===== src/rtl/vic2l_pkg.sv =====
package vic2l_pkg;
  localparam int NSRC       = 8;
  localparam int IDX_W      = $clog2(NSRC);
  localparam int NEXT       = 3;
  localparam int REG_W      = 8;
  localparam int VEC_STRIDE = 8;
  localparam int VEC_OFFSET = 3;

  localparam logic [REG_W-1:0] A_ENABLE = 8'hA8;
  localparam logic [REG_W-1:0] A_PRIO   = 8'hB8;
  localparam logic [REG_W-1:0] A_POLAR  = 8'hA9;
  localparam logic [REG_W-1:0] A_TRIG   = 8'h88;

  typedef logic [IDX_W-1:0] src_idx_t;

  typedef struct packed {
    logic     hit;
    src_idx_t idx;
  } pick_t;

  // lowest set bit wins: fixed polling order
  function automatic pick_t pick_first(input logic [NSRC-1:0] v);
    pick_t p;
    p = '0;
    for (int i = NSRC - 1; i >= 0; i--) begin
      if (v[i]) begin
        p.hit = 1'b1;
        p.idx = src_idx_t'(i);
      end
    end
    return p;
  endfunction

  function automatic logic [REG_W-1:0] vector_of(input src_idx_t i);
    return REG_W'(int'(i) * VEC_STRIDE + VEC_OFFSET);
  endfunction

  // slot number of external pin g
  function automatic src_idx_t ext_slot(input int g);
    case (g)
      0:       return src_idx_t'(0);
      1:       return src_idx_t'(2);
      default: return src_idx_t'(6);
    endcase
  endfunction
endpackage


===== src/rtl/vic2l_regs.sv =====
module vic2l_regs
  import vic2l_pkg::*;
#(
  parameter int NPIN = NEXT
) (
  input  logic             clk,
  input  logic             rst_n,
  input  logic             wr,
  input  logic [REG_W-1:0] addr,
  input  logic [REG_W-1:0] wdata,
  output logic [REG_W-1:0] rdata,
  output logic [REG_W-1:0] en_q,
  output logic [REG_W-1:0] pri_q,
  output logic [NPIN-1:0]  pol_q,
  output logic [1:0]       trig_q
);
  always_ff @(posedge clk or negedge rst_n) begin
    if (!rst_n) begin
      en_q   <= '0;
      pri_q  <= '0;
      pol_q  <= '0;
      trig_q <= '0;
    end else if (wr) begin
      case (addr)
        A_ENABLE: en_q   <= wdata;
        A_PRIO:   pri_q  <= wdata;
        A_POLAR:  pol_q  <= wdata[NPIN-1:0];
        A_TRIG:   trig_q <= {wdata[3], wdata[1]};
        default:  ;
      endcase
    end
  end

  always_comb begin
    rdata = '0;
    case (addr)
      A_ENABLE: rdata = en_q;
      A_PRIO:   rdata = pri_q;
      A_POLAR:  rdata[NPIN-1:0] = pol_q;
      A_TRIG:   begin
        rdata[1] = trig_q[0];
        rdata[3] = trig_q[1];
      end
      default:  rdata = '0;
    endcase
  end
endmodule


===== src/rtl/vic2l_pin.sv =====
module vic2l_pin #(
  parameter int SYNC_STAGES = 2
) (
  input  logic clk,
  input  logic rst_n,
  input  logic pin,
  input  logic pol,
  input  logic edge_mode,
  input  logic clr,
  output logic req
);
  logic [SYNC_STAGES-1:0] sync_q;
  logic                   act;
  logic                   prev_q;
  logic                   flag_q;
  logic                   rise;

  // pins idle high during reset
  always_ff @(posedge clk or negedge rst_n) begin
    if (!rst_n) sync_q <= '1;
    else        sync_q <= {sync_q[SYNC_STAGES-2:0], pin};
  end

  assign act  = pol ? sync_q[SYNC_STAGES-1] : ~sync_q[SYNC_STAGES-1];
  assign rise = act & ~prev_q;

  always_ff @(posedge clk or negedge rst_n) begin
    if (!rst_n) begin
      prev_q <= 1'b0;
      flag_q <= 1'b0;
    end else begin
      prev_q <= act;
      if (!edge_mode) flag_q <= 1'b0;
      else if (rise)  flag_q <= 1'b1;
      else if (clr)   flag_q <= 1'b0;
    end
  end

  assign req = edge_mode ? flag_q : act;
endmodule


===== src/rtl/vic2l_arb.sv =====
module vic2l_arb
  import vic2l_pkg::*;
(
  input  logic             clk,
  input  logic             rst_n,
  input  logic [NSRC-1:0]  pend,
  input  logic [NSRC-1:0]  mask,
  input  logic [NSRC-1:0]  prio,
  input  logic             gen,
  input  logic             ack,
  input  logic             reti,
  output logic             req,
  output logic [REG_W-1:0] vec,
  output src_idx_t         sel,
  output logic             grant,
  output logic [1:0]       ins
);
  logic [NSRC-1:0] elig, hi_c, lo_c;
  pick_t           pk_hi, pk_lo;
  logic            take_hi, take_lo;
  logic            ins_hi_q, ins_lo_q;
  logic            ins_hi_d, ins_lo_d;

  assign elig  = pend & mask & {NSRC{gen}};
  assign hi_c  = elig & prio;
  assign lo_c  = elig & ~prio;
  assign pk_hi = pick_first(hi_c);
  assign pk_lo = pick_first(lo_c);

  assign take_hi = pk_hi.hit & ~ins_hi_q;
  assign take_lo = ~take_hi & pk_lo.hit & ~ins_hi_q & ~ins_lo_q;

  assign req   = take_hi | take_lo;
  assign sel   = take_hi ? pk_hi.idx : pk_lo.idx;
  assign vec   = req ? vector_of(sel) : '0;
  assign grant = ack & req;

  always_comb begin
    ins_hi_d = ins_hi_q;
    ins_lo_d = ins_lo_q;
    if (reti) begin
      if (ins_hi_q) ins_hi_d = 1'b0;
      else          ins_lo_d = 1'b0;
    end
    if (grant) begin
      if (take_hi) ins_hi_d = 1'b1;
      else         ins_lo_d = 1'b1;
    end
  end

  always_ff @(posedge clk or negedge rst_n) begin
    if (!rst_n) begin
      ins_hi_q <= 1'b0;
      ins_lo_q <= 1'b0;
    end else begin
      ins_hi_q <= ins_hi_d;
      ins_lo_q <= ins_lo_d;
    end
  end

  assign ins = {ins_hi_q, ins_lo_q};
endmodule


===== src/rtl/vic2l_top.sv =====
module vic2l_top
  import vic2l_pkg::*;
#(
  parameter int SYNC_STAGES = 2
) (
  input  logic             clk,
  input  logic             rst_n,
  input  logic             reg_wr,
  input  logic [REG_W-1:0] reg_addr,
  input  logic [REG_W-1:0] reg_wdata,
  output logic [REG_W-1:0] reg_rdata,
  input  logic [NEXT-1:0]  ext_pin,
  input  logic             tmr0_req,
  input  logic             tmr1_req,
  input  logic             tmr2_req,
  input  logic             ser_req,
  input  logic             hdlc_req,
  input  logic             hdlc_en,
  output logic             irq_req,
  output logic [REG_W-1:0] irq_vec,
  input  logic             irq_ack,
  input  logic             irq_reti
);
  logic [REG_W-1:0] en_q, pri_q;
  logic [NEXT-1:0]  pol_q;
  logic [1:0]       trig_q;
  logic [NEXT-1:0]  x_req, x_edge, x_clr;
  logic [NSRC-1:0]  pend, mask;
  src_idx_t         sel;
  logic             grant;
  logic [1:0]       ins_lvl;

  vic2l_regs #(.NPIN(NEXT)) u_regs (
    .clk(clk), .rst_n(rst_n), .wr(reg_wr), .addr(reg_addr),
    .wdata(reg_wdata), .rdata(reg_rdata), .en_q(en_q),
    .pri_q(pri_q), .pol_q(pol_q), .trig_q(trig_q)
  );

  for (genvar g = 0; g < NEXT; g++) begin : g_pin
    if (g < 2) begin : g_sel
      assign x_edge[g] = trig_q[g];
    end else begin : g_fixed
      assign x_edge[g] = 1'b1;
    end
    assign x_clr[g] = grant && (sel == ext_slot(g));
    vic2l_pin #(.SYNC_STAGES(SYNC_STAGES)) u_pin (
      .clk(clk), .rst_n(rst_n), .pin(ext_pin[g]), .pol(pol_q[g]),
      .edge_mode(x_edge[g]), .clr(x_clr[g]), .req(x_req[g])
    );
  end

  assign pend = {hdlc_req, x_req[2], tmr2_req, ser_req,
                 tmr1_req, x_req[1], tmr0_req, x_req[0]};
  assign mask = {hdlc_en, en_q[NSRC-2:0]};

  vic2l_arb u_arb (
    .clk(clk), .rst_n(rst_n), .pend(pend), .mask(mask), .prio(pri_q),
    .gen(en_q[REG_W-1]), .ack(irq_ack), .reti(irq_reti), .req(irq_req),
    .vec(irq_vec), .sel(sel), .grant(grant), .ins(ins_lvl)
  );
endmodule


===== config.mk =====
export PLATFORM = sky130hd
export DESIGN_NAME = vic2l_top
export DESIGN_NICKNAME = d
export VERILOG_FILES = /design/src/rtl/vic2l_pkg.sv /design/src/rtl/vic2l_regs.sv /design/src/rtl/vic2l_pin.sv /design/src/rtl/vic2l_arb.sv /design/src/rtl/vic2l_top.sv
export SDC_FILE = /design/constraint.sdc
export NUM_CORES = 1
export LEC_CHECK = 0
export BUFFER_PORTS_ARGS = -buffer_cell sky130_fd_sc_hd__buf_4
export CORE_AREA = 2 2 66 68
export CTS_BUF_LIST = sky130_fd_sc_hd__clkbuf_16
export DETAILED_ROUTE_END_ITERATION = 6
export DIE_AREA = 0 0 68 70
export PLACE_DENSITY = 0.85
export SETUP_SLACK_MARGIN = 0.4
export SYNTH_ARGS = -nofsm -noshare
export SYNTH_HDL_FRONTEND = slang
export SYNTH_SLANG_ARGS = --single-unit

===== constraint.sdc =====
create_clock -name clk -period 2.3 [get_ports clk]
set_clock_uncertainty 0.15 [all_clocks]
set_input_delay 0.23 -clock clk [delete_from_list [all_inputs] [get_ports clk]]
set_output_delay 0.23 -clock clk [all_outputs]
set_load 0.05 [all_outputs]

* After elaboration in Yosys (flattened, before gate mapping)
Cells that the tools add are included.
** Word-level totals
- Register bits :: 35
- Bits in latches :: 0
- Bits in writable memories :: 0
- Bits in read-only memories :: 0
- Input port bits :: 30
- Output and inout bits :: 17
- Memories kept :: 0
** Cells by class
- Add/sub/neg operators :: 1
- Multiply operators :: 0
- Div/mod/pow operators :: 0
- Order comparisons :: 0
- Equal/unequal tests :: 8
- Shifts and indexed selects :: 0
- Mux-type cells :: 43
- Bitwise logic cells :: 23
- Reductions and logical operators :: 9
** Operator list (number)
- $mux W4 :: 16
- $and A8 B8 Y8 :: 4
- $eq A8 B8 Y1 const B :: 4
- $mux W1 :: 20
- $not A1 Y1 :: 9
- $pmux W1 S3 :: 3
- $and A1 B1 Y1 :: 8
- $mux W8 :: 1
- $not A8 Y8 :: 1
- $pmux W4 S2 :: 1
- $reduce_and A2 Y1 :: 4
- $add A6 B2 Y7 const B :: 1
- $ne A3 B1 Y1 const B :: 2
- $pmux W1 S4 :: 1
- $eq A3 B2 Y1 const B :: 1
- $eq A3 B3 Y1 const B :: 1
- $logic_and A1 B1 Y1 :: 3
- $logic_not A3 Y1 :: 1
- $mux W3 :: 1
- $reduce_bool A2 Y1 :: 1
- $or A1 B1 Y1 :: 1

* Longest topological paths before layout
Gate-level depths: netlist of the first run.
- Depth after elaboration :: 25
- Depth in mapped cells :: 8
- Mapped depth without buffers :: 7

* By module
Synthesis of the first run repeated with hierarchy kept, for this count alone.
** Unflattened totals
- Cells, all modules :: 178
- Area total of the unflattened synthesis :: 2092.0 sq um
** Modules (own cells, without submodules)
- vic2l_regs :: times used 1, cells each 72, area each 1032.2 sq um
- vic2l_arb :: times used 1, cells each 72, area each 586.8 sq um
- vic2l_pin :: times used 3, cells each 10, area each 143.9 sq um
- vic2l_top :: times used 1, cells each 4, area each 41.3 sq um

* Worst setup path after synthesis of the first run
OpenSTA, ideal clock, no wires.
- Path kind :: register to output
- Start :: register g_pin[1].u_pin.sync_q[1]
- End :: output irq_vec[3]
- Arrival :: 2.097 ns
- Setup slack :: -0.177 ns
- Cell stages (with the launch flop) :: 8
- Buffers on the path :: 0
- Cell sequence :: dfstp_2 > xor2_1 > inv_2 > a22oi_2 > and4_1 > o211ai_2 > a2bb2oi_1 > nor2_1
** Between the ends
- Word-level cells in the longest chain between the ends :: 16
- Elaborated cells between the ends (all ways) :: 22
** RTL lines
- from (decl) :: line vic2l_pin.sv:12 : logic [SYNC_STAGES-1:0] sync_q;
- from (signal assigned) :: line vic2l_pin.sv:21 : else sync_q <= {sync_q[SYNC_STAGES-2:0], pin};
- $not A1 Y1 :: line vic2l_pin.sv:24 : assign act = pol ? sync_q[SYNC_STAGES-1] : ~sync_q[SYNC_STAGES-1];
- $mux W1 (*) :: line vic2l_pin.sv:24
- net g_pin[1].u_pin.act :: line vic2l_pin.sv:13 : logic act;
- $mux W1 (*) :: line vic2l_pin.sv:39 : assign req = edge_mode ? flag_q : act;
- $and A8 B8 Y8 (*) (2 in a row) :: line vic2l_arb.sv:24 : assign elig = pend & mask & {NSRC{gen}};
- parallel branches: the longest is 10 deep, another holds $add A6 B2 Y7
- $mux W8 (*) :: line vic2l_arb.sv:35 : assign vec = req ? vector_of(sel) : '0;
- to (decl) :: line vic2l_top.sv:20 : output logic [REG_W-1:0] irq_vec,
Mark *: on every way through the listed nets, which the timed path passes.

* Worst setup path after layout of the first run
- Start :: register u_regs.en_q[7]
- End :: output irq_vec[3]
** Between the ends
- Word-level cells in the longest chain between the ends :: 17
- Elaborated cells between the ends (all ways) :: 28
** RTL lines
- from (decl) :: line vic2l_regs.sv:12 : output logic [REG_W-1:0] en_q,
- from (signal assigned) :: line vic2l_regs.sv:25 : A_ENABLE: en_q <= wdata;
- $and A8 B8 Y8 (*) :: line vic2l_arb.sv:24
- parallel branches: the longest is 15 deep, another holds $add A6 B2 Y7
- $mux W8 (*) :: line vic2l_arb.sv:35
Every way passes the cells marked *.

==> results of run 1 <==
state kept, by name, summed over array words and instances (netlist names):
register and count:
u_regs.en_q 8, u_regs.pri_q 8, g_pin.u_pin.sync_q 6, g_pin.u_pin.flag_q 3, g_pin.u_pin.prev_q 3, u_regs.pol_q 3
u_regs.trig_q 2, u_arb.ins_hi_q 1, u_arb.ins_lo_q 1
synth_stat cells (3+ instances only):
cell,number
buf_4,7
dfstp_2,6
dfrtp_1,29
nand2b_1,3
nand4_1,3
o21ai_0,8
nand2_1,5
mux2_2,19
and4_1,6
a22o_1,7
inv_1,7
and4b_1,7
a21oi_1,6
nor2_1,12
cell families (layout without fill, tap and decap cells):
logic type	count (synthesis)	in the layout	share of synthesized area [%]
muxes	23	23	12.3
other	1	3	0.176
AOI/OAI and AO/OA	45	45	17.4
DFF	35	35	41.4
and+or+nand+nor	62	62	22.9
buffers and inverters	17	99	4.23
xor gates and xnor gates	3	3	1.58
through the flow:
step	TNS, ns	total power [uW]
6_report	-1.85	1770
5_1_grt	-2.64	1830
4_1_cts	-1.17	1750
3_5_place_dp	-0.145	844
3_3_place_gp	-0.0331	838
2_1_floorplan	-0.205	768
layer usage:
layer / vias to the layer above / track usage, % / part of all wire [%]
li1: 888 / - / -
met1: 980 / 31.9 / 40
met2: 59 / 42.1 / 54
met3: 18 / 5.31 / 4.3
met4: 0 / 8.44 / 2.3
met5: - / 0 / 0
report_power, final:
group	switching, uW	internal, uW
combinational	98.4	102
sequential	32.9	650
clock	262	620
total	393	1370
cell usage in the layout, fill, tap and decap left out, types with 5 or more instances in the layout:
cell type  count
mux2_2        19
buf_4         53
o21ai_0        6
dfrtp_1       27
inv_1          5
dfstp_2        6
buf_6         24
nand2_1        5
a22o_1         6
clkbuf_16      5
and4b_1        6
nor2_1         9
worst max-delay path by stage:
stage	from	to	slack [ns]	depth (start not counted)
after global placement	u_regs.en_q[7]	irq_req	-0.01	7
final	u_regs.en_q[7]	irq_vec[3]	-0.28	8
after CTS	g_pin[1].u_pin.sync_q[1]	irq_vec[3]	-0.21	8
after floorplan	g_pin[1].u_pin.sync_q[1]	irq_vec[0]	-0.10	8
after global routing	u_regs.en_q[7]	irq_vec[3]	-0.38	8
after detailed placement	u_regs.en_q[7]	irq_vec[3]	-0.03	7
final cells by class:
class	instances	area (sq um)	share of cell area [%]
well taps	52	65.1	1.98
flip-flops and latches	35	886	27.0
multi-input cells	136	1370	41.7
inverters	8	30.0	0.915
clock buffers	5	125	3.81
repair buffers	83	738	22.5
clock inverters	3	67.6	2.06
repair_timing:
| item | in CTS | in global routing |
|---|---|---|
| setup endpoints to repair | 17 | 18 |
| resized for setup | 32 | 30 |
| setup buffers | 20 | 7 |
| hold buffers | 4 | 0 |
| hold endpoints to repair | 32 | 0 |
| pin swaps | 17 | 19 |
==> summary.txt, run 1 <==
Drt
  • Vias per inst: 6.04
  • DR WL/cell: between 15 and 20 um
  • Iteration-0 DRC Markers: 130
  • Via count: 1945
  • Detail Route Antenna Nets: 0
  • DRC errors left: 0
  • TritonRoute pass-1 iters: 4
  • Final WL: 6.11 mm

Floorplan
  • I/O pin count: 47
  • Die W: around 68 um
  • Core Region: 0.00414 sq mm
  • Die height: roughly 70 um
  • Initial Util: 51.4%
  • Row Count: 24
  • Die area: approximately 0.0048 sq mm

Timing
  • Endpoints failing setup: 10
  • Hold WS: roughly 0.031 ns
  • Final hold vios: 0
  • Worst setup margin: -0.285 ns
  • RSZ-0062 raised after global routing: yes
  • Max Transition Viols Final: 0
  • Max Fclk: about 390 MHz
  • Final min period: roughly 2.6 ns
  • Period Utilization, post-route: 112%

Clocking
  • Clock Tree Root: clkbuf_16
  • Clk sink count: 35
  • Clock latency on the worst-skew pair: approximately 0.28 ns
  • Total CTS buffers: 5
  • CTS tree: yes
  • CTS Buffer Depth: 2
  • Clock slew at reported path FFs: roughly 0.050 ns
  • CTS H-Tree Depth: 2

Worst setup path
  • CP Cell Sequence: buf_6 > and4b_1 > a22oi_2 > and4_4 > o211ai_2 > a2bb2oi_2 > nor2_2 > buf_6
  • Slowest-stage cell, CP: dfrtp_2
  • CP top delay family: simple AND/OR/NAND/NOR gates
  • WP buf/inv: 2
  • Setup slack, reg-to-reg: -0.12 ns
  • CP arrival: about 2.2 ns
  • R2r startpoint: u_regs.en_q[7]
  • Crit Path Class: reg -> out
  • Critical path required time: between 1.5 and 2 ns
  • Crit. End Element: output port
  • CP max FO: 5
  • Startpoint types: flop
  • R2R depth: 11
  • CP max stage delay: around 0.45 ns
  • R2r endpoint: g_pin[2].u_pin.flag_q
  • Critical path's most frequent cell: buf_6

Job
  • Max_cap viols: 0

Global route
  • Initial antenna violation count: 0
  • Global-route wire length before repair: 8.95 mm
  • Vias in the first global route: ~1900
  • Global-route usage over all layers: roughly a quarter
  • GRT Residual Overflow: 0
  • Largest net degree at the start of global routing: 36

Yosys
  • Synth Instances: roughly 190
  • Avg Cell Area, Syn: around 11 sq um
  • Post-synth top area cell: dfrtp_1
  • Top_reg_cell synth: dfrtp_1
  • Register area share after synthesis: between 40% and 50%
  • Mapped cell area: 0.00213 sq mm
  • Synth Warn #: 0
  • Top cells by area, synth: dfrtp_1, mux2_2, dfstp_2, and4b_1, a22o_1
  • Yosys reg bits: 35
  • EDFF count, synth: 0
  • Async S/R FF share, synth: 100%
  • Top-area cell type share of the netlist area: approximately 34%
  • Synth cell types: 62

Cells and area
  • Area Growth Syn to Fin: 53.9%
  • # diodes: 0
  • Post-route cell area: around 0.0033 sq mm
  • Post-Layout Cell Count: 322
  • Nets: between 200 and 300
  • Core Util, Final: 79.2%
  • Fraction of layout cells with a size suffix above 1: 60.7%
  • Filler instances: 248

Placement
  • Pre-CTS setup slack: -0.0313 ns
  • PortBufs: 43
  • Placer Congestion: about 0.90
  • DPL Wire Length: roughly 3.6 mm
  • Dpl cells: ~280
  • Placed Area: between 0.002 and 0.003 sq mm

Min path
  • Worst hold start: reg_wdata[3]
  • Min-Delay Endpoint: u_regs.en_q[3]
  • Hold path cells: 2
  • Worst Hold Class: in -> reg

Outcome
  • Failing checks: negative setup slack
  • Status: finished with violations

Power and ir drop
  • Leak Pwr: around 0.0015 uW
  • Peak VDD IR: about 0.53 mV
  • Pwr dens: 538 mW/mm^2
(Power assumes the default switching activity.)
==> run 2: changes to the inputs <==
CORE_AREA = 2 2 72 74   (was 2 2 66 68)
DIE_AREA = 0 0 74 76   (was 0 0 68 70)
PLACE_DENSITY = 0.74   (was 0.85)
==> run 2 against run 1 <==
  * The flow still finishes with violations (negative setup slack)
  * Core utilization decreased by 16 points
  * Largest cell class unchanged
  * Combinational power fell by 6%
  * Global-route usage shrank 4.4 points
==> summary.txt, run 2 (synthesized netlist as in run 1, its figures left out) <==
Clocking
  • CTS Buffer Depth: 2 (unchanged)
  • Total CTS buffers: 5 (unchanged)
  • Clk sink count: 35 (unchanged)
  • Clock latency on the worst-skew pair: 0.28 ns (about the same)
  • Clock slew at reported path FFs: 0.06 ns (was 0.05 ns)
  • CTS tree: yes (unchanged)
  • CTS H-Tree Depth: 2 (unchanged)
  • Clock Tree Root: clkbuf_16 (unchanged)

Timing
  • Final min period: 2.55 ns (was 2.58 ns)
  • Max Fclk: 392 MHz (was 387 MHz)
  • Endpoints failing setup: 9 (was 10)
  • Worst setup margin: -0.248 ns (was -0.285 ns)
  • RSZ-0062 raised after global routing: yes (unchanged)
  • Max Transition Viols Final: 0 (unchanged)
  • Hold WS: 0.0389 ns (was 0.0307 ns)
  • Period Utilization, post-route: 111% (was 112%)
  • Setup TNS Final: -1.47 ns (was -1.85 ns)
  • Final hold vios: 0 (unchanged)

Power and ir drop
  • Peak VDD IR: 0.455 mV (was 0.527 mV)
  • Flop pwr share: 41.5% (was 38.7%)
  • Pint: 1260 uW (was 1370 uW)
  • Clk pwr share: 47.0% (was 50.0%)
  • Sw Ratio: 23.6% (was 22.3%)
  • Pwr dens: 531 mW/mm^2 (was 538 mW/mm^2)
  • Logic gate share of total power: 11.4% (about the same)
  • Switching pwr: 389 uW (was 393 uW)
  • Leak Pwr: 0.00144 uW (was 0.00154 uW)

Worst setup path
  • CP top delay family: flip-flops (was simple AND/OR/NAND/NOR gates)
  • Startpoint types: flop (unchanged)
  • Crit Path Class: reg -> out (unchanged)
  • WP buf/inv: 2 (unchanged)
  • CP max stage delay: 0.55 ns (was 0.45 ns)
  • CP max FO: 4 (was 5)
  • Slowest-stage cell, CP: dfstp_2 (was dfrtp_2)
  • Crit. End Element: output port (unchanged)
  • CP arrival: 2.17 ns (was 2.20 ns)
  • Critical path required time: 1.92 ns (about the same)
  • CP Cell Sequence: xor2_2 > inv_2 > a22oi_2 > and4_4 > o211ai_4 > a2bb2oi_2 > nor2_2 > buf_6 (was buf_6 > and4b_1 > a22oi_2 > and4_4 > o211ai_2 > a2bb2oi_2 > nor2_2 > buf_6)

Cells and area
  • Commonest non-fill, non-tap cells in the layout: buf_4, dfrtp_1, mux2_2 (was buf_4, dfrtp_1, buf_6)
  • Post-Layout Cell Count: 324 (was 322)
  • Fraction of layout cells with a size suffix above 1: 57.5% (was 60.7%)
  • Commonest non-fill, non-tap cell in the layout: buf_4 (unchanged)
  • Area Growth Syn to Fin: 45.2% (was 53.9%)
  • # diodes: 0 (unchanged)
  • Top Registers: u_regs.en_q x8, u_regs.pri_q x8, g_pin.u_pin.sync_q x6 (unchanged)
  • Nets: 283 (was 299)

Floorplan
  • Initial Util: 43.4% (was 51.4%)
  • Die W: 74 um (was 68 um)
  • Die area: 0.00562 sq mm (was 0.00476 sq mm)
  • I/O pin count: 47 (unchanged)
  • Row Count: 26 (was 24)
  • Core Region: 0.00491 sq mm (was 0.00414 sq mm)
  • Die height: 76 um (was 70 um)

Drt
  • TritonRoute pass-1 iters: 4 (unchanged)
  • Iteration-0 DRC Markers: 108 (was 130)
  • DRC errors left: 0 (unchanged)
  • Via count: 1834 (was 1945)
  • DR WL/cell: 16.8 um (was 19.0 um)
  • Final WL: 5.45 mm (was 6.11 mm)
  • Detail Route Antenna Nets: 0 (unchanged)
  • Vias per inst: 5.66 (was 6.04)

Placement
  • PortBufs: 43 (unchanged)
  • DPL Wire Length: 3.70 mm (was 3.57 mm)
  • Placer Congestion: 0.874 (was 0.903)
  • Dpl cells: 301 (was 283)

Global route
  • Initial antenna violation count: 0 (unchanged)
  • Largest net degree at the start of global routing: 36 (unchanged)
  • GRT Residual Overflow: 0 (unchanged)
  • Vias in the first global route: 1808 (was 1928)
  • Global-route usage over all layers: 20.8% (was 25.2%)
  • Global-route wire length before repair: 8.92 mm (was 8.95 mm)

Job
  • Max_cap viols: 0 (unchanged)

Outcome
  • Status: finished with violations (unchanged)
  • Failing checks: negative setup slack (unchanged)

Min path
  • Worst Hold Class: in -> reg (unchanged)
[run 2: cell types whose count changed in the layout (fill, tap and decap cells not counted), moves of 2 or more]
cell / before / now
nor3_4: 2 / 0
buf_8: 2 / 0
nor3_2: 0 / 2
buf_6: 24 / 18
nor4bb_4: 0 / 2
buf_4: 53 / 44
[run 2: path summary, 6_finish.rpt]
kind | startpoint | endpoint | slack (ns) | cells after the start
hold reg to reg | g_pin[1].u_pin.sync_q[0] | g_pin[1].u_pin.sync_q[1] | 0.21 | 0
hold / removal | reg_wdata[4] | u_regs.en_q[4] | 0.04 | 2
setup reg to reg | g_pin[1].u_pin.sync_q[1] | g_pin[0].u_pin.flag_q | -0.06 | 10
min in group asynchronous | rst_n | u_arb.ins_hi_q | 0.30 | 2
max in group asynchronous | rst_n | u_regs.trig_q[1] | 1.36 | 2
setup / recovery | g_pin[1].u_pin.sync_q[1] | irq_vec[3] | -0.25 | 8
[run 2: cell type report]
cell class	instances	area (sq um)
Sequential cell	35	887
Timing Repair Buffer	67	578
Clock inverter	3	43.8
Inverter	8	30.0
Multi-Input combinational cell	136	1350
Clock buffer	5	125
Fill cell	367	1820
Tap cell	70	87.6
[run 2: power groups by stage]
stage / Sequential, uW / Combinational (uW) / Clock [uW]
after global placement: 689 / 152 / 0
final: 683 / 188 / 773
after floorplan: 681 / 87.3 / 0
after CTS: 682 / 176 / 782
after global routing: 687 / 204 / 815
after detailed placement: 691 / 154 / 0
[run 2: through the flow]
stage / instance area [sq um] / power [uW] / util (%) / setup WS [ns]
floorplan: 2190 / 768 / - / -0.102
global route: 3100 / 1700 / 63.0 / -0.337
finish: 3100 / 1640 / 63.0 / -0.248
global placement: 2600 / 841 / 52.9 / -0.0830
detailed placement: 2600 / 845 / 52.9 / -0.0721
CTS: 2990 / 1640 / 61.0 / -0.229
[run 2: layer usage]
layer	wire (um)	track usage, %	vias up	share of wire (%)
met3	207	4.50	8	3.8
met4	89	6.91	0	1.6
met2	2870	33.6	50	53
met5	0	0	-	0
met1	2280	27.5	923	42
li1	-	-	853	-
[run 2: repair_timing]
item / 4_1_cts / 5_1_grt
gates resized for setup: 31 / 16
pin swaps: 13 / 18
setup endpoints to repair: 16 / 17
hold endpoints to repair: 32 / 0
buffers inserted: 6 / 5
cloned: 0 / 0
hold buffers: 4 / 0
